--- src/rtl/csplit_pkg.sv ---
package csplit_pkg;

    typedef enum logic [1:0] {
        ST_GAP,
        ST_OPEN,
        ST_DRAIN,
        ST_LOAD2
    } split_state_e;

    // a byte and its parity bit together must carry an odd number of ones
    function automatic logic byte_par_ok(input logic [7:0] b, input logic p);
        return ^{b, p};
    endfunction

endpackage

--- src/rtl/csplit_parity.sv ---
module csplit_parity #(
    parameter int BYTES = 32
) (
    input  logic [BYTES*8-1:0] data,
    input  logic [BYTES-1:0]   par,
    input  logic [BYTES-1:0]   be,
    output logic               bad
);
    logic [BYTES-1:0] miss;

    for (genvar i = 0; i < BYTES; i++) begin : g_byte
        assign miss[i] = be[i] & ~csplit_pkg::byte_par_ok(data[8*i +: 8], par[i]);
    end

    assign bad = |miss;
endmodule

--- src/rtl/csplit_slicer.sv ---
module csplit_slicer #(
    parameter int DW = 8,
    localparam int OFF_W = $clog2(DW)
) (
    input  logic [DW*32-1:0] data,
    input  logic [DW*4-1:0]  be,
    input  logic             end_a,
    input  logic [OFF_W-1:0] off_a,
    input  logic             end_b,
    input  logic [OFF_W-1:0] off_b,
    output logic [DW*32-1:0] data_a,
    output logic [DW*4-1:0]  be_a,
    output logic [DW*32-1:0] data_b,
    output logic [DW*4-1:0]  be_b
);
    for (genvar d = 0; d < DW; d++) begin : g_dw
        localparam logic [OFF_W-1:0] DI = OFF_W'(d);
        logic in_a;
        logic in_b;
        // first segment: lanes up to the first end, or the whole beat
        assign in_a = !end_a || (DI <= off_a);
        // second segment: lanes after the first end, up to the second end
        assign in_b = end_a && (DI > off_a) && (!end_b || (DI <= off_b));
        assign data_a[32*d +: 32] = in_a ? data[32*d +: 32] : 32'd0;
        assign be_a[4*d +: 4]     = in_a ? be[4*d +: 4]     : 4'd0;
        assign data_b[32*d +: 32] = in_b ? data[32*d +: 32] : 32'd0;
        assign be_b[4*d +: 4]     = in_b ? be[4*d +: 4]     : 4'd0;
    end
endmodule

--- src/rtl/csplit_store.sv ---
module csplit_store #(
    parameter int DATA_W = 256,
    parameter int BE_W   = 32,
    parameter int DEPTH  = 8,
    localparam int AW = $clog2(DEPTH)
) (
    input  logic              clk,
    input  logic              we,
    input  logic [AW-1:0]     waddr,
    input  logic [DATA_W-1:0] wdata,
    input  logic [BE_W-1:0]   wbe,
    input  logic [AW-1:0]     raddr,
    output logic [DATA_W-1:0] rdata,
    output logic [BE_W-1:0]   rbe
);
    logic [DATA_W+BE_W-1:0] mem [DEPTH];

    always_ff @(posedge clk) begin
        if (we) begin
            mem[waddr] <= {wbe, wdata};
        end
    end

    assign {rbe, rdata} = mem[raddr];
endmodule

--- src/rtl/csplit_top.sv ---
module csplit_top #(
    parameter int DW        = 8,
    parameter int MAX_BEATS = 8,
    localparam int OFF_W = $clog2(DW)
) (
    input  logic               clk,
    input  logic               rst_n,
    input  logic               in_valid,
    output logic               in_ready,
    input  logic [DW*32-1:0]   in_data,
    input  logic [DW*4-1:0]    in_be,
    input  logic               in_start_a,
    input  logic [OFF_W:0]     in_end_a,
    input  logic               in_start_b,
    input  logic [OFF_W:0]     in_end_b,
    input  logic               in_discard,
    input  logic [DW*4-1:0]    in_parity,
    output logic               out_valid,
    input  logic               out_ready,
    output logic [DW*32-1:0]   out_data,
    output logic [DW*4-1:0]    out_be,
    output logic               out_sop,
    output logic               out_eop,
    output logic [OFF_W-1:0]   out_last_dw,
    output logic               err_parity,
    output logic               err_proto
);
    import csplit_pkg::*;

    localparam int DATA_W = DW * 32;
    localparam int BE_W   = DW * 4;
    localparam int AW     = $clog2(MAX_BEATS);
    localparam int CNT_W  = $clog2(MAX_BEATS + 1);

    split_state_e state_q, state_d;

    logic [CNT_W-1:0]  cnt_q, cnt_d;
    logic [AW-1:0]     rd_q, rd_d;
    logic [OFF_W-1:0]  eoff_q, eoff_d;
    logic              pv_q, pv_d;
    logic [DATA_W-1:0] pdata_q;
    logic [BE_W-1:0]   pbe_q;
    logic              pend_end_q;
    logic [OFF_W-1:0]  poff_q;
    logic              err_par_q, err_pro_q;

    logic              accept;
    logic              end_a, end_b, b_off_ok, par_bad, is_last;
    logic [OFF_W-1:0]  off_a, off_b;
    logic [DATA_W-1:0] seg_a_data, seg_b_data, rd_data;
    logic [BE_W-1:0]   seg_a_be, seg_b_be, rd_be;
    logic              we, load_pend, proto;
    logic [AW-1:0]     waddr;
    logic [DATA_W-1:0] wdata;
    logic [BE_W-1:0]   wbe;

    assign in_ready = (state_q == ST_GAP) || (state_q == ST_OPEN);
    assign accept   = in_valid && in_ready;
    assign end_a    = in_end_a[0];
    assign off_a    = in_end_a[OFF_W:1];
    assign end_b    = in_end_b[0];
    assign off_b    = in_end_b[OFF_W:1];
    assign b_off_ok = off_b >= OFF_W'(DW - 2);
    assign is_last  = rd_q == AW'(cnt_q - CNT_W'(1));

    csplit_parity #(.BYTES(BE_W)) par_i (
        .data (in_data),
        .par  (in_parity),
        .be   (in_be),
        .bad  (par_bad)
    );

    csplit_slicer #(.DW(DW)) slc_i (
        .data   (in_data),
        .be     (in_be),
        .end_a  (end_a),
        .off_a  (off_a),
        .end_b  (end_b),
        .off_b  (off_b),
        .data_a (seg_a_data),
        .be_a   (seg_a_be),
        .data_b (seg_b_data),
        .be_b   (seg_b_be)
    );

    csplit_store #(.DATA_W(DATA_W), .BE_W(BE_W), .DEPTH(MAX_BEATS)) st_i (
        .clk   (clk),
        .we    (we),
        .waddr (waddr),
        .wdata (wdata),
        .wbe   (wbe),
        .raddr (rd_q),
        .rdata (rd_data),
        .rbe   (rd_be)
    );

    // state register
    always_ff @(posedge clk or negedge rst_n) begin
        if (!rst_n) begin
            state_q <= ST_GAP;
        end else begin
            state_q <= state_d;
        end
    end

    // next state and buffer control
    always_comb begin
        state_d   = state_q;
        cnt_d     = cnt_q;
        rd_d      = rd_q;
        eoff_d    = eoff_q;
        pv_d      = pv_q;
        we        = 1'b0;
        waddr     = cnt_q[AW-1:0];
        wdata     = seg_a_data;
        wbe       = seg_a_be;
        load_pend = 1'b0;
        proto     = 1'b0;
        unique case (state_q)
            ST_GAP, ST_OPEN: begin
                if (accept) begin
                    if (state_q == ST_GAP && !in_start_a) begin
                        proto = 1'b1;
                    end else if (!in_start_a && cnt_q == CNT_W'(MAX_BEATS)) begin
                        proto   = 1'b1;
                        cnt_d   = '0;
                        state_d = ST_GAP;
                    end else begin
                        if (state_q == ST_OPEN && in_start_a) begin
                            proto = 1'b1;
                        end
                        if (in_discard && !end_a) begin
                            proto = 1'b1;
                        end
                        if (end_b && !in_start_b) begin
                            proto = 1'b1;
                        end
                        we    = 1'b1;
                        waddr = in_start_a ? '0 : cnt_q[AW-1:0];
                        cnt_d = in_start_a ? CNT_W'(1) : cnt_q + CNT_W'(1);
                        if (end_a) begin
                            if (in_discard) begin
                                cnt_d   = '0;
                                state_d = ST_GAP;
                            end else begin
                                eoff_d  = off_a;
                                rd_d    = '0;
                                state_d = ST_DRAIN;
                            end
                            if (in_start_b) begin
                                if (in_discard || (end_b && !b_off_ok)) begin
                                    proto = 1'b1;
                                end else begin
                                    load_pend = 1'b1;
                                    pv_d      = 1'b1;
                                end
                            end
                        end else begin
                            state_d = ST_OPEN;
                            if (in_start_b) begin
                                proto = 1'b1;
                            end
                        end
                    end
                end
            end
            ST_DRAIN: begin
                if (out_ready) begin
                    if (is_last) begin
                        rd_d    = '0;
                        cnt_d   = '0;
                        state_d = pv_q ? ST_LOAD2 : ST_GAP;
                    end else begin
                        rd_d = rd_q + AW'(1);
                    end
                end
            end
            ST_LOAD2: begin
                we    = 1'b1;
                waddr = '0;
                wdata = pdata_q;
                wbe   = pbe_q;
                cnt_d = CNT_W'(1);
                rd_d  = '0;
                pv_d  = 1'b0;
                if (pend_end_q) begin
                    eoff_d  = poff_q;
                    state_d = ST_DRAIN;
                end else begin
                    state_d = ST_OPEN;
                end
            end
        endcase
    end

    // outputs
    always_comb begin
        out_valid   = state_q == ST_DRAIN;
        out_sop     = out_valid && (rd_q == '0);
        out_eop     = out_valid && is_last;
        out_last_dw = out_eop ? eoff_q : OFF_W'(DW - 1);
        out_data    = out_valid ? rd_data : '0;
        out_be      = out_valid ? rd_be : '0;
        err_parity  = err_par_q;
        err_proto   = err_pro_q;
    end

    always_ff @(posedge clk or negedge rst_n) begin
        if (!rst_n) begin
            cnt_q     <= '0;
            rd_q      <= '0;
            eoff_q    <= '0;
            pv_q      <= 1'b0;
            err_par_q <= 1'b0;
            err_pro_q <= 1'b0;
        end else begin
            cnt_q     <= cnt_d;
            rd_q      <= rd_d;
            eoff_q    <= eoff_d;
            pv_q      <= pv_d;
            err_par_q <= accept && par_bad;
            err_pro_q <= proto;
        end
    end

    always_ff @(posedge clk) begin
        if (load_pend) begin
            pdata_q    <= seg_b_data;
            pbe_q      <= seg_b_be;
            pend_end_q <= end_b;
            poff_q     <= off_b;
        end
    end
endmodule

--- config.mk ---
export PLATFORM = sky130hd
export DESIGN_NAME = csplit_top
export DESIGN_NICKNAME = d
export VERILOG_FILES = /design/src/rtl/csplit_pkg.sv /design/src/rtl/csplit_parity.sv /design/src/rtl/csplit_slicer.sv /design/src/rtl/csplit_store.sv /design/src/rtl/csplit_top.sv
export SDC_FILE = /design/constraint.sdc
export NUM_CORES = 2
export LEC_CHECK = 0
export CAP_MARGIN = 20
export CELL_PAD_IN_SITES_DETAIL_PLACEMENT = 0
export CELL_PAD_IN_SITES_GLOBAL_PLACEMENT = 2
export CORE_MARGIN = 1
export CORE_UTILIZATION = 30
export CTS_BUF_LIST = sky130_fd_sc_hd__clkbuf_16
export DETAILED_ROUTE_END_ITERATION = 7
export PLACE_DENSITY_LB_ADDON = 0.1
export SLEW_MARGIN = 40
export SYNTH_ARGS = -nofsm -noshare
export SYNTH_HDL_FRONTEND = slang
export SYNTH_HIERARCHICAL = 1
export SYNTH_SLANG_ARGS = --single-unit
--- constraint.sdc ---
create_clock -name clk -period 22.5 [get_ports clk]
set_input_delay 4.5 -clock clk [delete_from_list [all_inputs] [get_ports clk]]
set_output_delay 4.5 -clock clk [all_outputs]
set_load 0.005 [all_outputs]
==> results.md <==
* Synth Area in Adders at 0.0547%
* Cell accounting for the most synthesized area: sky130_fd_sc_hd__edfxtp_1
* Post-layout util at 36.2%
* Maximum operating frequency at 96.4 MHz
* Vias per std cell at 4.79
* Number of enable flip-flop cells after synthesis at 2,596
* Die extent in x at 607 um
* Proportion of synthesized chip area in sequential cells at 71.4%
* Share of layout cells above drive strength 1 at 21.9%
* Cells after Synth at 6,065
* Period utilisation layout at 46.1%
* Number of storage elements in the synthesis netlist at 2,611
* Class of the most critical setup path: flip-flop to primary output
* Minimum period implied by the final worst setup slack at 10,370 ps
* CP Data Required Time at 18,000 ps
* Worst reg2reg path endpoint: st_i/mem[4][56]
* Number of design-rule violations left by the first detailed-router iteration at 3,959
* Layout Nets at 7,079
* Number of hold-repair buffers added at the cts stage at 0
* Hold WS at 502 ps
* Cells on Worst Hold Path at 2
* Remaining routing DRC violations at 0
* Synth unique cells at 63
* Max clock buf depth at 4
* Synthesis-to-layout area growth at 19.9%
* Number of warnings issued by yosys at 6
* Max-slew violations at 0
* Average detailed-routed wire length per instance at 28.4 um
* Syn Std Cell Area at 0.110 mm^2
* CTS tree: yes
* Combinational family with the most area after synthesis: multiplexers
* Number of ports placed on the die boundary at 632
* Max-cap violations at 0
* Clk slew on worst S/H paths at 60 ps
* Pin count of the biggest net entering global routing at 124
* Post-CTS resize count at 0
* CTS Buf Count at 308
* Most area-consuming cells after synthesis: sky130_fd_sc_hd__edfxtp_1 71%, sky130_fd_sc_hd__mux4_2 12%, sky130_fd_sc_hd__nand2_1 3.3%
* Final Hold Fails at 0
* Avg Inst Size Synth at 18.1 um^2
* Biggest fanout along the worst timing path at 56
* Destination of the worst hold path: pv_q
* Number of global-route vias before repair at 59,200
* Routed via count at 56,400
* Post-layout total power at 14,600 uW
* Total routing usage reported by global routing at 17.9%
* Number of setup buffers added after CTS at 0
* Worst setup EP type: primary output
* Hold path start: pv_q
* Area share of the largest cell type after synthesis at 71.0%
* Initial cell density of the core at 30.2%
* Die H at 607 um
* Power density over the cells at 111 mW/mm^2
* Clock latency on the worst-skew pair at 910 ps
* Unrepaired setup endpoints after global routing: false
* Overflow left after global routing at 0
* Top FF cell, synth: sky130_fd_sc_hd__edfxtp_1
* Routability-driven placement congestion ratio at 0.726
* Die Area at 0.368 mm^2
* Compound-gate portion of the synthesized area at 1.86%
* Final TNS setup at 0 ps
* Count of cells along the worst register-to-register path at 9
* Mux share of post-synthesis cell area at 14.8%
* Initial antenna violation count at 54
* Post-synthesis share of cell area spent on and, or, nand and nor gates at 7.24%
* Run status: complete, no violations
* Transition time at the pin with the least slew margin at 885 ps
* Sink count of the clock tree at 2,611
* Headroom to the max-slew limit at 41.0%
* Data arrival at the endpoint of the critical path at 5870 ps
* Global-route wire length before repair at 468,000 um
* Clk Tree Root Cell: sky130_fd_sc_hd__clkbuf_16
* Final setup violating endpoints at 0
* Maximum resistive drop on vdd at 0.0000579 V
* HPWL after detailed placement at 201,000 um
* Number of optimization iterations in the first detailed-route pass at 5
* Worst clock skew at 40.1 ps
* Hold crit path type: flip-flop to flip-flop
* Area of the placeable core at 0.363 mm^2
* Routed wire length at 335,000 um
* Reg-to-reg startpoint: state_q[0]
* Site row count at 221
* Type of origin of the critical path: flip-flop
* Asr flop ratio synth at 0.574%
* Setup slack on the worst flop-to-flop path at 17,100 ps
* Post-route antenna net violation count at 0
* H-tree levels at 5
* Leakage power of the design at 0.0425 uW
* Count of buffers from port buffering at 631
* Post-synthesis xor/xnor area fraction at 2.26%
synth_stat cells (all sizes together), types with 8 or more instances:
cell type,n
mux4,576
a21oi,8
and2,438
xnor2,128
o21ai,9
dfrtp,15
inv,46
xnor3,33
a2111oi,36
a21boi,75
clkbuf,244
edfxtp,2596
a211oi,73
xor2,66
buf,204
o21a,37
a22oi,16
nand2,952
mux2,289
nor2,15
nor3b,147
cell type report:
class                   count  area [um^2]
multi-input cells        2995        29200
fillers                 33900       232000
repair buffers            778         8090
well taps                4794         6000
clock inverters           227         1900
clock buffers             313         7830
diodes                     13         32.5
inverters                  46          180
flip-flops and latches   2611        78300
critical path: stages (launching register included):
cell and delay, ps:
sky130_fd_sc_hd__dfrtp_4 740, sky130_fd_sc_hd__buf_4 760, sky130_fd_sc_hd__buf_6 560, sky130_fd_sc_hd__buf_4 760
sky130_fd_sc_hd__buf_6 590, sky130_fd_sc_hd__mux4_2 410, sky130_fd_sc_hd__mux2_2 280, sky130_fd_sc_hd__and2_1 230
sky130_fd_sc_hd__clkdlybuf4s50_1 480
cells in the final DEF (no fill, tap or decap), types with 73 or more instances in the layout:
cell | Yosys | final
sky130_fd_sc_hd__edfxtp_1 | 2596 | 2596
sky130_fd_sc_hd__clkdlybuf4s50_1 | 0 | 628
sky130_fd_sc_hd__nor3b_1 | 110 | 110
sky130_fd_sc_hd__and2_1 | 437 | 435
sky130_fd_sc_hd__mux4_2 | 576 | 576
sky130_fd_sc_hd__a211oi_1 | 73 | 73
sky130_fd_sc_hd__mux2_2 | 288 | 288
sky130_fd_sc_hd__inv_1 | 46 | 106
sky130_fd_sc_hd__nand2_1 | 952 | 950
sky130_fd_sc_hd__clkbuf_16 | 0 | 313
sky130_fd_sc_hd__a21boi_0 | 74 | 74
sky130_fd_sc_hd__xnor2_1 | 125 | 110
kinds of logic (layout without fill, tap and decap cells):
| logic type | after synthesis | in the layout |
|---|---|---|
| adder cells (fa/ha/maj) | 5 | 5 |
| AO/OA/AOI/OAI | 267 | 267 |
| XOR/XNOR | 227 | 227 |
| other | 1 | 49 |
| AND/OR/NAND/NOR | 1592 | 1592 |
| flip-flops | 2611 | 2611 |
| buffers and inverters | 494 | 1364 |
| multiplexers | 868 | 868 |
flip-flops by register name (all words and copies together), names as in the netlist:
| name | flops |
|---|---|
| cnt_q | 4 |
| poff_q | 3 |
| st_i/mem | 2304 |
| pv_q | 1 |
| err_parity | 1 |
| rd_q | 3 |
| state_q | 2 |
| eoff_q | 3 |
| err_proto | 1 |
| pend_end_q | 1 |
| pdata_q | 256 |
| pbe_q | 32 |
stage by stage:
step	cell area (um^2)	worst slack, ps	cells
finish	132000	12130	11800
global route	132000	11790	11800
CTS	131000	11860	11800
detailed placement	122000	12530	11200
global placement	121000	11840	11200
floorplan	110000	4310	6100
power breakdown:
part	total, uW	internal [uW]	switching [uW]
registers	6110	6000	118
logic	3660	1630	2020
clock network	4850	2820	2030
total	14600	10400	4170
routing by layer:
| layer | GRT usage, % | vias to the layer above | part of all wire, % |
|---|---|---|---|
| met5 | 0 | - | 0.017 |
| met4 | 4.44 | 10 | 2.2 |
| met3 | 2.27 | 415 | 3.9 |
| met2 | 31.2 | 1182 | 51 |
| met1 | 23.7 | 30000 | 43 |
| li1 | - | 24800 | - |
worst max-delay path by stage:
| stage | to | slack, ps | cells past startpoint | from |
|---|---|---|---|---|
| after detailed placement | st_i/mem[0][120] | 12530 | 10 | in_valid |
| after floorplan | st_i/mem[2][0] | 4310 | 5 | in_start_a |
| after global placement | st_i/mem[7][74] | 11840 | 10 | in_valid |
| after CTS | out_data[149] | 11860 | 8 | rd_q[2] |
| after global routing | out_data[128] | 11790 | 8 | rd_q[0] |
| final | out_data[126] | 12130 | 8 | rd_q[2] |
Note: power is estimated with default switching activity, not from simulation.
